**src/rtl/culler_pkg.sv**
```systemverilog
package culler_pkg;

  localparam int PAT_W = 8;
  localparam int PH_W  = $clog2(PAT_W);

  typedef logic [PAT_W-1:0] pat_t;
  typedef logic [PH_W-1:0]  phase_t;

  // pattern fields of the 32-bit configuration word
  function automatic pat_t cfg_even_pat(input logic [31:0] cfg);
    return cfg[31:24];
  endfunction

  function automatic pat_t cfg_odd_pat(input logic [31:0] cfg);
    return cfg[23:16];
  endfunction

  function automatic pat_t cfg_line_pat(input logic [31:0] cfg);
    return cfg[7:0];
  endfunction

  // 1 keeps the element whose index modulo PAT_W is the phase
  function automatic logic pat_keeps(input pat_t pat, input phase_t ph);
    return pat[ph];
  endfunction

  // index of the next element in the repeating group
  function automatic phase_t phase_next(input phase_t ph);
    return ph + phase_t'(1);
  endfunction

endpackage

```
**src/rtl/cull_cfg_latch.sv**
```systemverilog
module cull_cfg_latch
  import culler_pkg::*;
(
  input  logic        clk,
  input  logic        rst_n,
  input  logic        frame_beat,
  input  logic [31:0] cfg_word,
  input  logic        cull_en,
  input  logic        field,
  output pat_t        pix_pat,
  output pat_t        line_pat,
  output logic        en_eff
);

  pat_t even_q, odd_q, line_q;
  logic field_q, en_q;

  pat_t even_live, odd_live, line_live;
  assign even_live = cfg_even_pat(cfg_word);
  assign odd_live  = cfg_odd_pat(cfg_word);
  assign line_live = cfg_line_pat(cfg_word);

  always_ff @(posedge clk) begin
    if (!rst_n) begin
      even_q  <= '1;
      odd_q   <= '1;
      line_q  <= '1;
      field_q <= 1'b0;
      en_q    <= 1'b0;
    end else if (frame_beat) begin
      even_q  <= even_live;
      odd_q   <= odd_live;
      line_q  <= line_live;
      field_q <= field;
      en_q    <= cull_en;
    end
  end

  // the frame-start beat itself uses the live values
  logic sel_field;
  assign sel_field = frame_beat ? field : field_q;
  assign en_eff    = frame_beat ? cull_en : en_q;
  assign line_pat  = frame_beat ? line_live : line_q;
  assign pix_pat   = frame_beat ? (sel_field ? odd_live : even_live)
                                : (sel_field ? odd_q : even_q);

  assert_cfg_held_R6: assert property (@(posedge clk) disable iff (!rst_n)
    !frame_beat |=> ($stable(even_q) && $stable(odd_q) && $stable(line_q)
                     && $stable(field_q) && $stable(en_q)));

endmodule

```
**src/rtl/cull_phase.sv**
```systemverilog
module cull_phase
  import culler_pkg::*;
(
  input  logic clk,
  input  logic rst_n,
  input  logic beat,
  input  logic sof,
  input  logic sol,
  input  pat_t pix_pat,
  input  pat_t line_pat,
  input  logic en_eff,
  output logic keep,
  output logic line_kept
);

  phase_t pix_ph_q, line_ph_q;
  phase_t pix_idx, line_idx;

  assign pix_idx  = sol ? '0 : pix_ph_q;
  assign line_idx = sof ? '0 : (sol ? phase_next(line_ph_q) : line_ph_q);

  always_ff @(posedge clk) begin
    if (!rst_n) begin
      pix_ph_q  <= '0;
      line_ph_q <= '0;
    end else if (beat) begin
      pix_ph_q  <= phase_next(pix_idx);
      line_ph_q <= line_idx;
    end
  end

  logic pix_hit;
  assign line_kept = !en_eff || pat_keeps(line_pat, line_idx);
  assign pix_hit   = !en_eff || pat_keeps(pix_pat, pix_idx);
  assign keep      = beat && line_kept && pix_hit;

  assert_pix_phase_restart_R2: assert property (@(posedge clk) disable iff (!rst_n)
    (beat && sol) |=> (pix_ph_q == phase_t'(1)));

  assert_line_phase_restart_R4: assert property (@(posedge clk) disable iff (!rst_n)
    (beat && sof) |=> (line_ph_q == '0));

  assert_line_phase_hold_R4: assert property (@(posedge clk) disable iff (!rst_n)
    (beat && !sol) |=> $stable(line_ph_q));

endmodule

```
**src/rtl/cull_out_stage.sv**
```systemverilog
module cull_out_stage #(
  parameter int DATA_W = 12
) (
  input  logic              clk,
  input  logic              rst_n,
  input  logic              beat,
  input  logic              keep,
  input  logic              sof,
  input  logic              sol,
  input  logic              eol,
  input  logic [DATA_W-1:0] data,
  output logic              out_valid,
  output logic              out_sof,
  output logic              out_sol,
  output logic              out_eol,
  output logic [DATA_W-1:0] out_data
);

  // marker arming until the first kept pixel
  logic sof_arm_q, sol_arm_q;
  logic tag_sof, tag_sol;

  assign tag_sof = keep && (sof || sof_arm_q);
  assign tag_sol = keep && (sol || sol_arm_q);

  always_ff @(posedge clk) begin
    if (!rst_n) begin
      sof_arm_q <= 1'b0;
      sol_arm_q <= 1'b0;
    end else if (beat) begin
      sof_arm_q <= sof ? !keep : (sof_arm_q && !keep);
      sol_arm_q <= sol ? !keep : (sol_arm_q && !keep);
    end
  end

  // one-pixel hold so line end can land on the last kept pixel
  logic              hold_v_q, hold_sof_q, hold_sol_q, hold_last_q;
  logic [DATA_W-1:0] hold_data_q;
  logic              release_now, release_eol, line_closes;

  assign line_closes = beat && eol && !keep;
  assign release_now = hold_v_q && (hold_last_q || keep || line_closes);
  assign release_eol = hold_last_q || line_closes;

  always_ff @(posedge clk) begin
    if (!rst_n) begin
      hold_v_q    <= 1'b0;
      hold_sof_q  <= 1'b0;
      hold_sol_q  <= 1'b0;
      hold_last_q <= 1'b0;
      hold_data_q <= '0;
    end else if (keep) begin
      hold_v_q    <= 1'b1;
      hold_sof_q  <= tag_sof;
      hold_sol_q  <= tag_sol;
      hold_last_q <= eol;
      hold_data_q <= data;
    end else if (release_now) begin
      hold_v_q    <= 1'b0;
      hold_last_q <= 1'b0;
    end
  end

  always_ff @(posedge clk) begin
    if (!rst_n) begin
      out_valid <= 1'b0;
      out_sof   <= 1'b0;
      out_sol   <= 1'b0;
      out_eol   <= 1'b0;
      out_data  <= '0;
    end else begin
      out_valid <= release_now;
      out_sof   <= release_now && hold_sof_q;
      out_sol   <= release_now && hold_sol_q;
      out_eol   <= release_now && release_eol;
      if (release_now) out_data <= hold_data_q;
    end
  end

  assert_markers_need_valid_R9: assert property (@(posedge clk) disable iff (!rst_n)
    !out_valid |-> !(out_sof || out_sol || out_eol));

  assert_sof_carries_sol_R8: assert property (@(posedge clk) disable iff (!rst_n)
    (out_valid && out_sof) |-> out_sol);

  assert_idle_no_emit_R10: assert property (@(posedge clk) disable iff (!rst_n)
    (!beat && !hold_last_q) |=> !out_valid);

  assert_close_emits_eol_R7: assert property (@(posedge clk) disable iff (!rst_n)
    (hold_v_q && line_closes) |=> (out_valid && out_eol));

endmodule

```
**src/rtl/pix_culler.sv**
```systemverilog
module pix_culler
  import culler_pkg::*;
#(
  parameter int DATA_W = 12
) (
  input  logic              clk,
  input  logic              rst_n,
  input  logic              cull_en,
  input  logic [31:0]       cfg_word,
  input  logic              in_valid,
  input  logic              in_sof,
  input  logic              in_sol,
  input  logic              in_eol,
  input  logic              in_field,
  input  logic [DATA_W-1:0] in_data,
  output logic              out_valid,
  output logic              out_sof,
  output logic              out_sol,
  output logic              out_eol,
  output logic [DATA_W-1:0] out_data
);

  logic frame_beat, sol_any;
  pat_t pix_pat, line_pat;
  logic en_eff, keep, line_kept;

  assign frame_beat = in_valid && in_sof;
  assign sol_any    = in_sol || in_sof;

  cull_cfg_latch u_cfg (
    .clk(clk), .rst_n(rst_n), .frame_beat(frame_beat), .cfg_word(cfg_word),
    .cull_en(cull_en), .field(in_field), .pix_pat(pix_pat),
    .line_pat(line_pat), .en_eff(en_eff)
  );

  cull_phase u_phase (
    .clk(clk), .rst_n(rst_n), .beat(in_valid), .sof(in_sof), .sol(sol_any),
    .pix_pat(pix_pat), .line_pat(line_pat), .en_eff(en_eff),
    .keep(keep), .line_kept(line_kept)
  );

  cull_out_stage #(.DATA_W(DATA_W)) u_out (
    .clk(clk), .rst_n(rst_n), .beat(in_valid), .keep(keep), .sof(in_sof),
    .sol(sol_any), .eol(in_eol), .data(in_data), .out_valid(out_valid),
    .out_sof(out_sof), .out_sol(out_sol), .out_eol(out_eol), .out_data(out_data)
  );

  assert_dropped_line_silent_R4: assert property (@(posedge clk) disable iff (!rst_n)
    (in_valid && !line_kept) |-> !keep);

  assert_bypass_keeps_all_R5: assert property (@(posedge clk) disable iff (!rst_n)
    (in_valid && !en_eff) |-> keep);

endmodule

```
**config.mk**
```make
export PLATFORM = sky130hd
export DESIGN_NAME = pix_culler
export DESIGN_NICKNAME = d
export VERILOG_FILES = /design/src/rtl/culler_pkg.sv /design/src/rtl/cull_cfg_latch.sv /design/src/rtl/cull_phase.sv /design/src/rtl/cull_out_stage.sv /design/src/rtl/pix_culler.sv
export SDC_FILE = /design/constraint.sdc
export NUM_CORES = 1
export LEC_CHECK = 0
export BUFFER_PORTS_ARGS = -buffer_cell sky130_fd_sc_hd__buf_2
export CAP_MARGIN = 5
export CORE_MARGIN = 2
export CORE_UTILIZATION = 57
export DETAILED_ROUTE_END_ITERATION = 8
export HOLD_SLACK_MARGIN = 0.02
export PLACE_DENSITY = 0.87
export SYNTH_ARGS = -nofsm -noshare
export SYNTH_HDL_FRONTEND = slang
export SYNTH_SLANG_ARGS = --single-unit
export TNS_END_PERCENT = 50
```
**constraint.sdc**
```tcl
create_clock -name clk -period 3.9 [get_ports clk]
set_clock_uncertainty 0.15 [all_clocks]
set_input_delay 0.39 -clock clk [delete_from_list [all_inputs] [get_ports clk]]
set_output_delay 0.39 -clock clk [all_outputs]
set_load 0.03 [all_outputs]
```
==> summary.txt <==
Status
  – Status: complete, no violations

Global route
  – Largest net degree at the start of global routing: 38
  – Vias in the first global route: 2,093
  – GRT Residual Overflow: 0
  – First-pass GRT wire length: 8930 µm
  – GRT Total Usage: 21.0%
  – Initial antenna violation count: 0

Synth
  – Yosys reg bits: 66
  – Largest cells by area after synthesis: dfxtp_1 46%, mux2i_1 15%, nand2_1 12%, nand3_1 4.4%, clkbuf_1 1.7%
  – Net Count, Synth: 370
  – Post-synth EDFFs: 0
  – Count of cell types in the netlist: 42
  – Avg Cell Area, Syn: 9.05 µm²
  – Area leader, netlist: dfxtp_1
  – Top FF cell, synth: dfxtp_1
  – Synthesis Warnings: 0
  – Seq/Total Area, Yosys: 46.2%
  – Post-synth top area share: 46.2%
  – Synthesized area: 0.00286 mm²
  – Post-Syn Instances: 316
  – Async S/R FF share, synth: 0%

STA
  – Min Tclk post-route: 3.06 ns
  – Slew HR: 55.5%
  – Slew @ Worst Pin: around 0.67 ns
  – F_max: 327 MHz
  – Worst setup slack after layout: 0.841 ns
  – Final Hold Viols: 0
  – Fin Setup TNS: 0 ns
  – Setup violators final: 0
  – RSZ-0062 raised after global routing: false
  – Final Slew Violations: 0
  – Post-route clock period utilization: 78.4%
  – Hold_ws: 0.104 ns

Floorplan
  – Die footprint: 0.00560 mm²
  – I/O pin cnt: 68
  – Starting Density: 59.8%
  – Area of the core: 0.00479 mm²
  – FP Rows: 25
  – Die width: 74.8 µm
  – Die H: between 70 and 80 µm

Hold path
  – Worst Hold Class: input port to register
  – Hold EP: u_cfg.line_q[3]
  – Hold path depth: 3
  – Worst Hold Launch: cfg_word[3]

CTS
  – Post_cts resized: 0
  – CTS buffer count: 9
  – Clock Root Buffer: clkbuf_8
  – CTS Buffer Depth: 2
  – Post-CTS Setup Bufs: 0
  – Clock latency on the worst-skew pair: 0.34 ns
  – CTS clk-pin slew, worst paths: 0.07 ns
  – CTS tree: done
  – Clk sinks: 66
  – Post-CTS Hold Fix Bufs: 0
  – CTS H-tree depth: 3

Run
  – Max-Cap Viols: 0

Place
  – Area post-placement: 0.00313 mm²
  – Pre-CTS WS: around 0.68 ns
  – DP Wirelength: roughly 3700 µm
  – IO Port Bufs: between 50 and 60
  – Final GP Congestion: ~0.74

Pwr
  – Lkg Pwr: between 1.5 and 2 nW
  – Sw Ratio: 26.4%
  – Clk pwr share: 35.6%
  – Seq pwr share: 50.3%
  – PD cells: between 400 and 500 mW/mm²
  – Max rail drop VDD: 0.000265 V
  – Switching pwr: 388 µW
  – Int Power: 1.08 mW
  – Comb pwr share: 14.0%

Worst setup path
  – Worst R2R Start: u_phase.line_ph_q[0]
  – Worst setup EP type: register
  – Startpoint Class: register
  – R2R Setup Slk: approximately 0.84 ns
  – Crit Path Category: register to register
  – CP Data Arrival Time: 3.17 ns
  – Reg-to-reg endpoint: u_out.hold_data_q[8]
  – Worst path max stage delay: 0.48 ns
  – Critical Path Fanout Max: 11
  – Crit-path slowest cell: a31o_1
  – R2R cell count: 8
  – Critical Path RT: between 4 and 5 ns
  – Crit-path cells: ha_1 -> nand2_1 -> xnor2_1 -> mux2_2 -> a311oi_2 -> a31o_1 -> buf_4 -> mux2i_1

Cells and area
  – Final Util: between 60% and 70%
  – P&R area growth vs syn: 15.5%
  – Leading cell type in the layout, fill and taps excluded: nand2_1
  – Antenna diodes: 0
  – Design area: 0.00330 mm²
  – Share of cells above drive strength 1: 24.5%
  – Final #Nets: 422
  – Highest-count cells in the layout ignoring fill and taps: 93 x nand2_1, 66 x dfxtp_1, 59 x buf_2

Drt
  – Routed wire length: 5550 µm
  – DRC Markers: 0
  – Drt first pass iters: 4
  – DRT iter0 DRCs: 133
  – WL/cell: 12.7 µm
  – DR vias/cell: 5.29
  – Vias after detailed routing: 2,315
  – ANT nets after route: 0
-- cells in the mapped netlist (all sizes together) (2+ instances only) --
| cell type | number |
|---|---|
| nor2 | 13 |
| ha | 2 |
| mux4 | 2 |
| nor3 | 4 |
| a32oi | 2 |
| a211oi | 2 |
| nand2 | 93 |
| mux2 | 2 |
| a21oi | 5 |
| inv | 7 |
| dfxtp | 66 |
| and2 | 3 |
| a31oi | 2 |
| buf | 7 |
| nand3 | 25 |
| o21ai | 5 |
| clkbuf | 15 |
| mux2i | 43 |
-- metrics by stage --
step,cells,power [mW]
floorplan,316,0.915
global placement,424,0.953
detailed placement,424,0.960
CTS,438,1.48
global route,438,1.52
finish,438,1.47
-- worst max path at each step --
| stage | startpoint | end | slack, ns | cells after the start |
|---|---|---|---|---|
| 3_5_place_dp | in_valid | u_out.hold_last_q | 0.68 | 8 |
| 2_1_floorplan | u_phase.line_ph_q[0] | u_out.hold_sol_q | 1.44 | 9 |
| 6_report | u_phase.line_ph_q[0] | u_out.hold_data_q[8] | 0.84 | 8 |
| 3_3_place_gp | in_valid | u_out.hold_data_q[8] | 0.78 | 8 |
| 5_1_grt | u_phase.line_ph_q[0] | u_out.hold_data_q[8] | 0.68 | 8 |
| 4_1_cts | u_phase.line_ph_q[0] | u_out.hold_data_q[8] | 0.85 | 8 |
-- power groups by stage --
stage / clock network, mW / registers [mW] / logic (mW)
global route: 0.550 / 0.744 / 0.228
floorplan: 0 / 0.765 / 0.150
detailed placement: 0 / 0.755 / 0.206
CTS: 0.529 / 0.740 / 0.207
finish: 0.524 / 0.740 / 0.206
global placement: 0 / 0.753 / 0.201
-- worst max-delay path: cells and delay by family (launching register included) --
kind	cells	cell delay (ns)
xor+xnor	1	0.29
flops	1	0.42
mux	2	0.61
simple gates	1	0.09
compound gates	2	0.93
fa+ha+maj	1	0.18
buf+inv	1	0.30
-- per-layer routing --
metal	vias to the layer above	GRT usage, %	routed length [µm]	part of all wire, %
met5	-	0	0	0
met4	0	8.53	80	1.4
li1	1164	-	-	-
met3	12	6.69	375	6.8
met2	83	33.1	2620	47
met1	1056	26.6	2480	45
-- area by class of cell --
class	instances	area, µm²
clock inverter	2	12.5
multi-input combinational	221	1370
tap	67	83.8
clock buffer	12	165
inverter	7	26.3
sequential	66	1320
fill	349	1480
timing repair buffer	63	325
-- flip-flops by register name (all words and copies together) (netlist names) --
signal,flops
u_cfg.en_q,1
u_cfg.even_q,8
u_cfg.field_q,1
u_cfg.line_q,8
u_cfg.odd_q,8
u_out.hold_data_q,12
u_out.hold_last_q,1
u_out.hold_sof_q,1
u_out.hold_sol_q,1
u_out.hold_v_q,1
u_out.out_data,12
u_out.out_eol,1
u_out.out_sof,1
u_out.out_sol,1
u_out.out_valid,1
u_out.sof_arm_q,1
u_out.sol_arm_q,1
u_phase.line_ph_q,3
u_phase.pix_ph_q,3
-- logic make-up (layout without fill, tap and decap cells) --
family / Yosys count / in the layout / synth area share, %
AND/OR/NAND/NOR: 145 / 145 / 21.8
buffers and inverters: 29 / 84 / 5.91
XOR/XNOR: 2 / 2 / 0.875
multiplexers: 47 / 47 / 17.4
adder cells (fa/ha/maj): 2 / 2 / 0.875
flip-flops: 66 / 66 / 46.2
AO/OA/AOI/OAI: 25 / 25 / 6.96
Note: power is estimated with default switching activity, not from simulation.
